**config.mk**
```make
export PLATFORM = sky130hd
export DESIGN_NAME = sprite_line_eval
export DESIGN_NICKNAME = d
export VERILOG_FILES = /design/src/rtl/sprite_pkg.sv /design/src/rtl/sprite_line_dp.sv /design/src/rtl/sprite_line_ctl.sv /design/src/rtl/sprite_line_eval.sv
export SDC_FILE = /design/constraint.sdc
export NUM_CORES = 1
export LEC_CHECK = 0
export ABC_CLOCK_PERIOD_IN_PS = 3710
export BUFFER_PORTS_ARGS = -buffer_cell sky130_fd_sc_hd__buf_2
export CORE_MARGIN = 1
export CORE_UTILIZATION = 51
export CTS_CLUSTER_DIAMETER = 150
export DETAILED_ROUTE_END_ITERATION = 7
export PLACE_DENSITY = 0.72
export SLEW_MARGIN = 10
export SYNTH_ARGS = -nofsm -noshare
export SYNTH_HDL_FRONTEND = slang
export SYNTH_SLANG_ARGS = --single-unit
```
**constraint.sdc**
```tcl
create_clock -name clk -period 3.71 [get_ports clk]
set_clock_uncertainty 0.05 [all_clocks]
set_input_delay 0 -clock clk [delete_from_list [all_inputs] [get_ports clk]]
set_output_delay 0 -clock clk [all_outputs]
set_load 0.01 [all_outputs]
```
**src/rtl/sprite_pkg.sv**
```systemverilog
package sprite_pkg;

  localparam logic [7:0] SENTINEL_Y = 8'hD0;

  typedef enum logic [3:0] {
    ST_IDLE, ST_REQY, ST_CAPY, ST_CAPX, ST_CAPN, ST_CAPC, ST_CAPP, ST_SCAN, ST_FIN
  } ctlStateT;

  // strobes from control to datapath
  typedef struct packed {
    logic       start;
    logic       rdAttr;
    logic [1:0] fld;
    logic       rdPat;
    logic       capY;
    logic       capX;
    logic       capName;
    logic       capColor;
    logic       capRow;
    logic       nextIdx;
    logic       setFifth;
    logic       scanStep;
  } strobeT;

  // conditions from datapath to control
  typedef struct packed {
    logic sentinel;
    logic covers;
    logic full;
    logic lastIdx;
    logic scanLast;
  } dpFlagsT;

endpackage

```
**src/rtl/sprite_line_dp.sv**
```systemverilog
module sprite_line_dp
  import sprite_pkg::*;
#(
  parameter int ADDR_W = 14,
  parameter int SPR_N  = 32,
  parameter int SLOT_N = 4
) (
  input  logic              clk,
  input  logic              rstN,
  input  logic [7:0]        lineNum,
  input  logic [ADDR_W-1:0] attrBase,
  input  logic [ADDR_W-1:0] patBase,
  input  logic [7:0]        memData,
  input  logic [7:0]        pixX,
  input  logic              statusClr,
  input  strobeT            stb,
  output dpFlagsT           flags,
  output logic              memRe,
  output logic [ADDR_W-1:0] memAddr,
  output logic [3:0]        pixColor,
  output logic [7:0]        statusOut
);

  localparam int IDX_W = $clog2(SPR_N);
  localparam int CNT_W = $clog2(SLOT_N + 1);

  logic [7:0]        lineQ;
  logic [ADDR_W-1:0] attrBaseQ, patBaseQ;
  logic [IDX_W-1:0]  idxQ;
  logic [CNT_W-1:0]  cntQ;
  logic [2:0]        rowQ;
  logic [7:0]        tmpX, tmpName;
  logic [3:0]        tmpColor;
  logic [7:0]        scanQ;
  logic              fifthQ, collQ;
  logic [4:0]        fifthIdxQ;

  logic [SLOT_N-1:0]       slotValid;
  logic [SLOT_N-1:0][7:0]  slotX;
  logic [SLOT_N-1:0][7:0]  slotPat;
  logic [SLOT_N-1:0][3:0]  slotCol;

  logic [7:0] topLine, rowDiff;
  logic [SLOT_N-1:0] pixHit, scanHit;

  // line coverage of the Y byte currently on memData
  always_comb begin
    topLine        = memData + 8'd1;
    rowDiff        = lineQ - topLine;
    flags.covers   = (rowDiff < 8'd8);
    flags.sentinel = (memData == SENTINEL_Y);
    flags.full     = (cntQ == CNT_W'(SLOT_N));
    flags.lastIdx  = (idxQ == IDX_W'(SPR_N - 1));
    flags.scanLast = (scanQ == 8'hFF);
  end

  // memory read port
  always_comb begin
    memRe   = stb.rdAttr | stb.rdPat;
    memAddr = stb.rdPat
            ? patBaseQ + ADDR_W'({tmpName, 3'b000}) + ADDR_W'(rowQ)
            : attrBaseQ + ADDR_W'({idxQ, stb.fld});
  end

  function automatic logic slotHit(input logic [7:0] px, input logic v,
                                   input logic [7:0] sx, input logic [7:0] pat,
                                   input logic [3:0] col);
    logic [8:0] d;
    d = {1'b0, px} - {1'b0, sx};
    return v && (col != 4'd0) && (d[8:3] == 6'd0) && pat[3'd7 - d[2:0]];
  endfunction

  for (genvar g = 0; g < SLOT_N; g++) begin : gSlotHit
    assign pixHit[g]  = slotHit(pixX,  slotValid[g], slotX[g], slotPat[g], slotCol[g]);
    assign scanHit[g] = slotHit(scanQ, slotValid[g], slotX[g], slotPat[g], slotCol[g]);
  end

  // lowest slot wins
  always_comb begin
    pixColor = 4'd0;
    for (int s = SLOT_N - 1; s >= 0; s--) begin
      if (pixHit[s]) pixColor = slotCol[s];
    end
  end

  assign statusOut = {1'b0, fifthQ, collQ, fifthIdxQ};

  always_ff @(posedge clk) begin
    if (!rstN) begin
      lineQ     <= '0;
      attrBaseQ <= '0;
      patBaseQ  <= '0;
      idxQ      <= '0;
      cntQ      <= '0;
      rowQ      <= '0;
      tmpX      <= '0;
      tmpName   <= '0;
      tmpColor  <= '0;
      scanQ     <= '0;
      slotValid <= '0;
      slotX     <= '0;
      slotPat   <= '0;
      slotCol   <= '0;
    end else begin
      if (stb.start) begin
        lineQ     <= lineNum;
        attrBaseQ <= attrBase;
        patBaseQ  <= patBase;
        idxQ      <= '0;
        cntQ      <= '0;
        scanQ     <= '0;
        slotValid <= '0;
      end
      if (stb.capY)     rowQ     <= rowDiff[2:0];
      if (stb.capX)     tmpX     <= memData;
      if (stb.capName)  tmpName  <= memData;
      if (stb.capColor) tmpColor <= memData[3:0];
      if (stb.capRow) begin
        for (int s = 0; s < SLOT_N; s++) begin
          if (cntQ == CNT_W'(s)) begin
            slotValid[s] <= 1'b1;
            slotX[s]     <= tmpX;
            slotPat[s]   <= memData;
            slotCol[s]   <= tmpColor;
          end
        end
        cntQ <= cntQ + 1'b1;
      end
      if (stb.nextIdx)  idxQ  <= idxQ + 1'b1;
      if (stb.scanStep) scanQ <= scanQ + 8'd1;
    end
  end

  // status flags: a set in the same cycle overrides a clear
  always_ff @(posedge clk) begin
    if (!rstN) begin
      fifthQ    <= 1'b0;
      collQ     <= 1'b0;
      fifthIdxQ <= '0;
    end else begin
      if (statusClr) begin
        fifthQ    <= 1'b0;
        collQ     <= 1'b0;
        fifthIdxQ <= '0;
      end
      if (stb.setFifth && !fifthQ) begin
        fifthQ    <= 1'b1;
        fifthIdxQ <= 5'(idxQ);
      end
      if (stb.scanStep && ($countones(scanHit) >= 2)) collQ <= 1'b1;
    end
  end

  a_r6_slot_room: assert property (@(posedge clk) disable iff (!rstN)
    stb.capRow |-> (cntQ < CNT_W'(SLOT_N)));

  a_r8_fifth_when_full: assert property (@(posedge clk) disable iff (!rstN)
    stb.setFifth |-> (cntQ == CNT_W'(SLOT_N)));

  a_r8_fifth_sticky: assert property (@(posedge clk) disable iff (!rstN)
    (fifthQ && !statusClr) |=> (fifthQ && $stable(fifthIdxQ)));

  a_r9_coll_sticky: assert property (@(posedge clk) disable iff (!rstN)
    (collQ && !statusClr) |=> collQ);

endmodule

```
**src/rtl/sprite_line_ctl.sv**
```systemverilog
module sprite_line_ctl
  import sprite_pkg::*;
(
  input  logic    clk,
  input  logic    rstN,
  input  logic    lineStart,
  input  dpFlagsT flags,
  output strobeT  stb,
  output logic    lineDone
);

  ctlStateT stateQ, stateD;

  always_comb begin
    stb    = '0;
    stateD = stateQ;
    unique case (stateQ)
      ST_IDLE: if (lineStart) begin
        stb.start = 1'b1;
        stateD    = ST_REQY;
      end
      ST_REQY: begin
        stb.rdAttr = 1'b1;
        stb.fld    = 2'd0;
        stateD     = ST_CAPY;
      end
      ST_CAPY: begin
        stb.capY = 1'b1;
        if (flags.sentinel) begin
          stateD = ST_SCAN;
        end else if (flags.covers) begin
          if (flags.full) begin
            stb.setFifth = 1'b1;
            stateD       = ST_SCAN;
          end else begin
            stb.rdAttr = 1'b1;
            stb.fld    = 2'd1;
            stateD     = ST_CAPX;
          end
        end else if (flags.lastIdx) begin
          stateD = ST_SCAN;
        end else begin
          stb.nextIdx = 1'b1;
          stateD      = ST_REQY;
        end
      end
      ST_CAPX: begin
        stb.capX   = 1'b1;
        stb.rdAttr = 1'b1;
        stb.fld    = 2'd2;
        stateD     = ST_CAPN;
      end
      ST_CAPN: begin
        stb.capName = 1'b1;
        stb.rdAttr  = 1'b1;
        stb.fld     = 2'd3;
        stateD      = ST_CAPC;
      end
      ST_CAPC: begin
        stb.capColor = 1'b1;
        stb.rdPat    = 1'b1;
        stateD       = ST_CAPP;
      end
      ST_CAPP: begin
        stb.capRow = 1'b1;
        if (flags.lastIdx) begin
          stateD = ST_SCAN;
        end else begin
          stb.nextIdx = 1'b1;
          stateD      = ST_REQY;
        end
      end
      ST_SCAN: begin
        stb.scanStep = 1'b1;
        if (flags.scanLast) stateD = ST_FIN;
      end
      ST_FIN:  stateD = ST_IDLE;
      default: stateD = ST_IDLE;
    endcase
  end

  always_ff @(posedge clk) begin
    if (!rstN) stateQ <= ST_IDLE;
    else       stateQ <= stateD;
  end

  assign lineDone = (stateQ == ST_FIN);

  a_r11_done_pulse: assert property (@(posedge clk) disable iff (!rstN)
    lineDone |=> !lineDone);

  a_r3_sentinel_stops: assert property (@(posedge clk) disable iff (!rstN)
    (stb.capY && flags.sentinel) |-> !(stb.rdAttr || stb.nextIdx));

endmodule

```
**src/rtl/sprite_line_eval.sv**
```systemverilog
module sprite_line_eval
  import sprite_pkg::*;
#(
  parameter int ADDR_W = 14,
  parameter int SPR_N  = 32,
  parameter int SLOT_N = 4
) (
  input  logic              clk,
  input  logic              rstN,
  input  logic              lineStart,
  input  logic [7:0]        lineNum,
  input  logic [ADDR_W-1:0] attrBase,
  input  logic [ADDR_W-1:0] patBase,
  output logic              memRe,
  output logic [ADDR_W-1:0] memAddr,
  input  logic [7:0]        memData,
  input  logic [7:0]        pixX,
  output logic [3:0]        pixColor,
  input  logic              statusClr,
  output logic [7:0]        statusOut,
  output logic              lineDone
);

  strobeT  stb;
  dpFlagsT flags;

  sprite_line_ctl u_ctl (
    .clk       (clk),
    .rstN      (rstN),
    .lineStart (lineStart),
    .flags     (flags),
    .stb       (stb),
    .lineDone  (lineDone)
  );

  sprite_line_dp #(
    .ADDR_W (ADDR_W),
    .SPR_N  (SPR_N),
    .SLOT_N (SLOT_N)
  ) u_dp (
    .clk       (clk),
    .rstN      (rstN),
    .lineNum   (lineNum),
    .attrBase  (attrBase),
    .patBase   (patBase),
    .memData   (memData),
    .pixX      (pixX),
    .statusClr (statusClr),
    .stb       (stb),
    .flags     (flags),
    .memRe     (memRe),
    .memAddr   (memAddr),
    .pixColor  (pixColor),
    .statusOut (statusOut)
  );

endmodule

```
Word-level counts from Yosys, hierarchy flattened
Cells that the tools add are included.
{"block": "totals", "regBits": 170, "out_inout_bits": 28}
{"block": "op_classes", "addsub": 27, "magnitude_cmp": 10, "n_eq_ne": 17, "n_mux": 64, "bitwise": 1, "reduce_logical": 47}
{"cell": "8-bit by 8-bit subtractor with 9-bit output", "count": 8}
{"cell": "6-bit zero test", "count": 8}
{"cell": "4-bit two-way mux", "count": 10}
{"cell": "32-bit adder", "count": 1}
{"cell": "32-bit by 3-bit >= comparator with 1-bit output, second input constant", "count": 1}
{"cell": "3-bit by 4-bit less-than comparator with 1-bit output, second input constant", "count": 8}
{"cell": "4-bit one-hot mux with 8 select lines", "count": 1}
{"cell": "1-bit two-way mux", "count": 28}
{"cell": "1-bit binary-select mux with 3-bit select", "count": 8}
{"cell": "3-bit subtractor, first input constant", "count": 8}
{"cell": "1-bit logical AND", "count": 22}
{"cell": "3-bit two-way mux", "count": 7}
{"cell": "5-bit two-way mux", "count": 4}
{"cell": "8-bit by 1-bit adder with 8-bit output, second input constant", "count": 2}
{"cell": "4-bit by 3-bit equality test with 1-bit output, second input constant", "count": 4}
{"cell": "8-bit equality test, second input constant", "count": 2}
{"cell": "8-bit two-way mux", "count": 2}
{"cell": "4-bit nonzero test", "count": 4}
{"cell": "14-bit by 11-bit adder with 14-bit output", "count": 1}
{"cell": "14-bit by 3-bit adder with 14-bit output", "count": 1}
{"cell": "14-bit by 7-bit adder with 14-bit output", "count": 1}
{"cell": "14-bit two-way mux", "count": 1}
{"cell": "3-bit one-hot mux with 4 select lines", "count": 1}
{"cell": "2-bit AND reduction", "count": 5}
{"cell": "other kinds (20)", "count": 28}

Longest topological paths before layout
{"block": "logic_depth", "word_depth": 10, "mapped_depth": 24, "ltp_nobuf": 23}

By module
From an unflattened synthesis, not the netlist that was laid out.
{"block": "unflattened", "cells_unflattened": 1321, "hier_area_um2": 11324.6}
{"mod": "sprite_line_dp", "n_inst": 1, "cells_per_inst": 1270, "area_each_um2": 10934.2, "seq_area_each_um2": 3323.2}
{"mod": "sprite_line_ctl", "n_inst": 1, "cells_per_inst": 51, "area_each_um2": 390.4, "seq_area_each_um2": 80.1}

Worst setup path after synthesis
Ideal clock, no wire load.
{"block": "synth_path", "path_kind": "reg2out", "startpoint": "reg u_dp.lineQ[0]", "endpoint": "out memAddr[12]", "arrival_ns": 3.868, "setup_slack_ns": -0.208, "stages_incl_launch_ff": 23, "path_buffers": 0, "cell_sequence": "dfxtp_1 -> ha_1 -> inv_1 -> fa_1 -> nand2b_1 -> a21oi_1 -> o22ai_1 -> nor3_1 -> or3_1 -> and4b_1 -> inv_1 -> o21ai_0 -> ha_1 -> inv_1 -> fa_1 -> nor2b_1 -> o21a_1 -> o21ai_0 -> a211o_1 -> nor2_1 -> xor2_1 -> nor2_1 -> a21oi_1"}
{"block": "synth_between", "elab_chain_len": 7}
{"element": "start, declared", "line": "sprite_line_dp.sv:27", "source": "logic [7:0] lineQ;"}
{"element": "start signal, assigned", "line": "sprite_line_dp.sv:106", "source": "lineQ <= lineNum;"}
{"element": "8-bit subtractor", "line": "sprite_line_dp.sv:49", "source": "rowDiff = lineQ - topLine;"}
{"element": "8-bit by 4-bit less-than comparator with 1-bit output", "line": "sprite_line_dp.sv:50", "source": "flags.covers = (rowDiff < 8'd8);"}
{"element": "3-bit two-way mux", "line": "sprite_line_ctl.sv:31", "source": "end else if (flags.covers) begin"}
{"element": "3-bit two-way mux", "line": "sprite_line_ctl.sv:29", "source": "if (flags.sentinel) begin"}
{"element": "3-bit one-hot mux with 4 select lines", "line": "sprite_line_ctl.sv:17", "source": "unique case (stateQ)"}
{"element": "14-bit by 7-bit adder with 14-bit output", "line": "sprite_line_dp.sv:62", "source": ": attrBaseQ + ADDR_W'({idxQ, stb.fld});"}
{"element": "14-bit two-way mux", "line": "sprite_line_dp.sv:61", "source": "? patBaseQ + ADDR_W'({tmpName, 3'b000}) + ADDR_W'(rowQ)"}
{"element": "end, declared", "line": "sprite_line_eval.sv:15", "source": "output logic [ADDR_W-1:0] memAddr,"}
No other way between the ends.

Worst setup path after layout
{"block": "layout_path", "startpoint": "reg u_dp.lineQ[0]", "endpoint": "out memAddr[10]"}
The elaborated chain is that of the path after synthesis.

==> impl_metrics.prom <==
# TYPE chip_impl_metric gauge
chip_impl_info{name="outcome",value="finished with violations"} 1
chip_impl_info{name="violations",value="negative setup slack"} 1
chip_impl_info{name="leading_cell_type_in_the_layout_fill_and_taps_excluded",value="sky130_fd_sc_hd__nand2_1"} 1
chip_impl_metric{name="finalHoldViolations",unit=""} 0
chip_impl_metric{name="power_leakage",unit="nW"} 5.23
chip_impl_metric{name="drt_first_pass_iters",unit=""} 4
chip_impl_metric{name="tightestPinTransition",unit="ns"} 0.966
chip_impl_metric{name="num-nets-final",unit=""} 1689
chip_impl_metric{name="ff2ff_setup_slack",unit="ns"} 0.19
chip_impl_metric{name="initial_utilization",unit=""} 0.525
chip_impl_info{name="setup.worst_path.start_class",value="flop"} 1
chip_impl_metric{name="num_vias",unit=""} 10125
chip_impl_metric{name="final_max_slew_viol_count",unit=""} 0
chip_impl_metric{name="fin_worst_hold_slack",unit="ns"} 0.0735
chip_impl_metric{name="row_count",unit=""} 53
chip_impl_metric{name="grt_pass1_wl",unit="um"} 48000
chip_impl_metric{name="synth_warnings",unit=""} 0
chip_impl_info{name="synth_flop_cell",value="sky130_fd_sc_hd__dfxtp_1"} 1
chip_impl_metric{name="power_switching_share",unit=""} 0.271
chip_impl_info{name="worst_hold_startpoint",value="memData[0]"} 1
chip_impl_metric{name="synth_seq_cells",unit=""} 170
chip_impl_metric{name="final_layout_size_suffix_gt1_frac",unit=""} 0.162
chip_impl_info{name="clock_tree.root_cell",value="sky130_fd_sc_hd__clkbuf_16"} 1
chip_impl_metric{name="sequential_power_share",unit=""} 0.439
chip_impl_info{name="worst_hold_path_type",value="in -> reg"} 1
chip_impl_metric{name="final.min_clock_period",unit="ns"} 4.40
chip_impl_metric{name="drv_cap",unit=""} 0
chip_impl_metric{name="bufs_on_longest_clock_path",unit=""} 2
chip_impl_info{name="tritoncts_clock_tree",value="done"} 1
chip_impl_metric{name="syn_nets",unit=""} 1549
chip_impl_metric{name="track_usage",unit=""} 0.273
chip_impl_metric{name="slew_headroom",unit=""} 0.356
chip_impl_metric{name="critical_path.max_fanout",unit=""} 3
chip_impl_metric{name="grt.overflow.total",unit=""} 0
chip_impl_metric{name="ctsHtreeMaxLevel",unit=""} 4
chip_impl_info{name="hold_path_end",value="u_dp.rowQ[0]"} 1
chip_impl_metric{name="worst_path_largest_cell_delay",unit="ns"} 0.35
chip_impl_metric{name="num_io_pins",unit=""} 84
chip_impl_metric{name="route.detailed.drc",unit=""} 0
chip_impl_metric{name="port-buffer-count",unit=""} 82
chip_impl_metric{name="synth_async_sr_flop_share",unit=""} 0
chip_impl_metric{name="die_area",unit="um^2"} 22500
chip_impl_metric{name="p_per_area",unit="nW/um^2"} 324
chip_impl_metric{name="post-dp-hpwl",unit="um"} 21500
chip_impl_info{name="crit-reg2reg-capture",value="u_dp.collQ"} 1
chip_impl_metric{name="wire_per_inst",unit="um"} 16.5
chip_impl_metric{name="seq_area_frac_synth",unit=""} 0.304
chip_impl_metric{name="non_filler_instance_count_after_layout",unit=""} 1810
chip_impl_metric{name="finalSetupViolations",unit=""} 12
chip_impl_metric{name="logic_depth_of_the_worst_register_to_register_path",unit=""} 14
chip_impl_metric{name="syn_to_final_growth",unit="%"} 19.8
chip_impl_metric{name="dr.first_iter.drc_count",unit=""} 454
chip_impl_metric{name="clock_sink_count",unit=""} 170
chip_impl_metric{name="postLayoutSetupSlackWorst",unit="ns"} -0.687
chip_impl_metric{name="clkTransAtPathRegs",unit="ns"} 0.07
chip_impl_metric{name="vdd_ir_drop_max",unit="mV"} 0.280
chip_impl_info{name="crit-reg2reg-launch",value="u_dp.scanQ[0]"} 1
chip_impl_metric{name="cp_data_arrival_time",unit="ns"} 4.35
chip_impl_metric{name="required_time_at_the_endpoint_of_the_critical_path",unit="ns"} 3.66
chip_impl_metric{name="synth_edf_count",unit=""} 0
chip_impl_info{name="timing.critical_path.slowest_stage_cell",value="sky130_fd_sc_hd__dfxtp_2"} 1
chip_impl_metric{name="fill_cells",unit=""} 1819
chip_impl_metric{name="fmaxAchievable",unit="MHz"} 227
chip_impl_metric{name="switchingPower",unit="mW"} 1.17
chip_impl_metric{name="syn_inst",unit=""} 1382
chip_impl_metric{name="floorplan.die.width",unit="um"} 150
chip_impl_metric{name="yosys.cell_types.count",unit=""} 71
chip_impl_metric{name="totalNegativeSetupSlack",unit="ns"} -5.50
chip_impl_metric{name="dpl.cell_count",unit=""} 1723
chip_impl_metric{name="worst_skew_pair.late_latency",unit="ns"} 0.44
chip_impl_metric{name="grt_start_max_net_pins",unit=""} 83
chip_impl_metric{name="first_global_vias",unit=""} 9626
chip_impl_metric{name="design.core.area",unit="um^2"} 21300
chip_impl_metric{name="die_h",unit="um"} 150
chip_impl_metric{name="crit_share_post_route",unit=""} 1.19
chip_impl_metric{name="tritoncts_buffers",unit=""} 17
chip_impl_info{name="gate_family_responsible_for_the_most_delay_along_the_worst_path",value="simple AND/OR/NAND/NOR gates"} 1
chip_impl_metric{name="worstPathBufferInverterCount",unit=""} 4
chip_impl_info{name="layout.cells.most_common_list",value="sky130_fd_sc_hd__nand2_1 (327), sky130_fd_sc_hd__dfxtp_1 (167), sky130_fd_sc_hd__a21boi_0 (142)"} 1
chip_impl_info{name="endpoint_kind",value="output port"} 1
chip_impl_info{name="grt_setup_unrepaired",value="true"} 1
chip_impl_metric{name="power.share.clock",unit=""} 0.424
chip_impl_metric{name="finalWeightedCongestion",unit=""} 0.911
chip_impl_metric{name="grt_antenna_before_repair",unit=""} 0
chip_impl_metric{name="synth_area_per_cell",unit="um^2"} 8.09
chip_impl_info{name="critical_path.cell_chain",value="ha_4 -> inv_2 -> fa_2 -> nand2b_4 -> a21oi_2 -> o22ai_2 -> nor3_1 -> or3_1 -> and4b_1 -> inv_1 -> o21ai_2 -> ha_2 -> inv_2 -> fa_2 -> nor2b_1 -> o21a_1 -> o21ai_2 -> a211o_1 -> nand2b_4 -> xnor2_2 -> nand2_1 -> o31ai_1 -> buf_2"} 1
chip_impl_metric{name="share_comb_of_total_power",unit=""} 0.137
chip_impl_metric{name="antenna-diode-count",unit=""} 0
chip_impl_metric{name="intPower",unit="mW"} 3.16
chip_impl_metric{name="hold-path-cell-count",unit=""} 5
chip_impl_info{name="path_class",value="reg -> out"} 1
chip_impl_metric{name="detail_route.wirelength",unit="um"} 29800
chip_impl_metric{name="route.detailed.vias_per_inst",unit=""} 5.59
chip_impl_metric{name="postRouteAntennaNets",unit=""} 0
chip_impl_metric{name="mappedNetlistArea",unit="um^2"} 11200
chip_impl_metric{name="preCtsSetupSlack",unit="ns"} -0.366
==> cells in the mapped netlist (5+ instances only) <==
cell	count	area, um^2
sky130_fd_sc_hd__nand2_1	327	1230
sky130_fd_sc_hd__dfxtp_1	170	3400
sky130_fd_sc_hd__a21boi_0	142	1070
sky130_fd_sc_hd__ha_1	99	1240
sky130_fd_sc_hd__inv_1	75	282
sky130_fd_sc_hd__a21oi_1	61	305
sky130_fd_sc_hd__clkbuf_1	54	203
sky130_fd_sc_hd__nor2_1	53	199
sky130_fd_sc_hd__o21ai_0	37	185
sky130_fd_sc_hd__xnor2_1	36	315
sky130_fd_sc_hd__a21o_1	30	225
sky130_fd_sc_hd__nor3_1	29	145
sky130_fd_sc_hd__nand3_1	25	125
sky130_fd_sc_hd__nor2b_1	24	150
sky130_fd_sc_hd__mux4_2	16	360
sky130_fd_sc_hd__and3_1	15	93.8
sky130_fd_sc_hd__mux2i_1	15	150
sky130_fd_sc_hd__fa_1	12	240
sky130_fd_sc_hd__xor2_1	12	105
sky130_fd_sc_hd__a211oi_1	10	75.1
sky130_fd_sc_hd__and2_1	10	62.6
sky130_fd_sc_hd__nand2b_1	10	62.6
sky130_fd_sc_hd__o21a_1	9	67.6
sky130_fd_sc_hd__or2_2	7	43.8
sky130_fd_sc_hd__nor4_1	6	37.5
sky130_fd_sc_hd__a221oi_1	5	43.8
sky130_fd_sc_hd__nand3b_1	5	37.5
sky130_fd_sc_hd__o22ai_1	5	31.3
==> layout make-up <==
type / instances / area, um^2 / share of cell area
Clock buffer: 19 / 443 / 0.0331
Inverter: 75 / 282 / 0.0210
Tap cell: 275 / 344 / 0.0257
Multi-Input combinational cell: 1075 / 7460 / 0.557
Timing Repair Buffer: 183 / 1300 / 0.0970
Sequential cell: 170 / 3410 / 0.254
Clock inverter: 13 / 159 / 0.0119
==> flip-flops by register name (all words and copies together) (netlist names), 4 cells and up <==
register,flops
u_dp.idxQ,5
u_dp.attrBaseQ,14
u_dp.tmpName,8
u_dp.patBaseQ,14
u_dp.scanQ,8
u_dp.slotCol,16
u_dp.tmpX,8
u_dp.slotPat,32
u_dp.fifthIdxQ,5
u_dp.lineQ,8
u_dp.slotX,32
u_ctl.stateQ,4
u_dp.slotValid,4
u_dp.tmpColor,4
==> kinds of logic (layout without fill, tap and decap cells) <==
logic type | Yosys count | in the layout | synth area share
muxes | 34 | 34 | 0.0487
adders and majority gates | 111 | 111 | 0.132
other | 1 | 1 | 0.000335
xor gates and xnor gates | 48 | 48 | 0.0376
AOI/OAI and AO/OA | 343 | 343 | 0.214
buffers and inverters | 137 | 290 | 0.0477
DFF | 170 | 170 | 0.304
and+or+nand+nor | 538 | 538 | 0.215
==> how the worst max path moves through the flow <==
stage / from / to / cells after the start
CTS: u_dp.lineQ[0] / memAddr[8] / 23
global route: u_dp.lineQ[0] / memAddr[8] / 23
global placement: u_dp.lineQ[0] / memAddr[10] / 23
floorplan: u_dp.lineQ[0] / memAddr[12] / 22
detailed placement: u_dp.lineQ[0] / memAddr[10] / 23
finish: u_dp.lineQ[0] / memAddr[10] / 23
==> per-stage QoR <==
step / area, um^2 / utilization / power (mW)
after floorplan: 11200 / - / 2.29
after global placement: 12100 / 0.567 / 2.46
after detailed placement: 12100 / 0.567 / 2.47
after CTS: 13300 / 0.624 / 4.35
after global routing: 13400 / 0.629 / 4.50
final: 13400 / 0.629 / 4.34
==> worst min-delay path, cell delays in order <==
cell,delay (ns)
sky130_fd_sc_hd__buf_2,0.10
sky130_fd_sc_hd__inv_1,0.09
sky130_fd_sc_hd__ha_4,0.15
sky130_fd_sc_hd__mux2i_1,0.06
sky130_fd_sc_hd__nor2b_1,0.11
==> power groups by stage <==
stage,combinational (mW),sequential [mW],clock [mW]
final,0.594,1.90,1.84
after global routing,0.656,1.91,1.94
after CTS,0.584,1.90,1.86
after detailed placement,0.531,1.94,0
after global placement,0.519,1.94,0
after floorplan,0.368,1.93,0
==> per-layer routing <==
metal  up-vias  GRT usage  wire length (um)
met2       260      0.453             13900
met5         -          0                 0
met1      4747      0.351             13500
met4         0      0.114              1080
met3        57     0.0439              1320
li1       5061          -                 -
==> timing repair <==
item / 4_1_cts / 5_1_grt
resized for setup: 25 / 22
setup endpoints to repair: 15 / 18
endpoints found under the hold margin: 87 / 0
hold buffers: 47 / 0
setup buffers: 6 / 3
pin swaps: 10 / 10
cloned: 0 / 0
No activity file was read; power rests on OpenSTA's default activity.
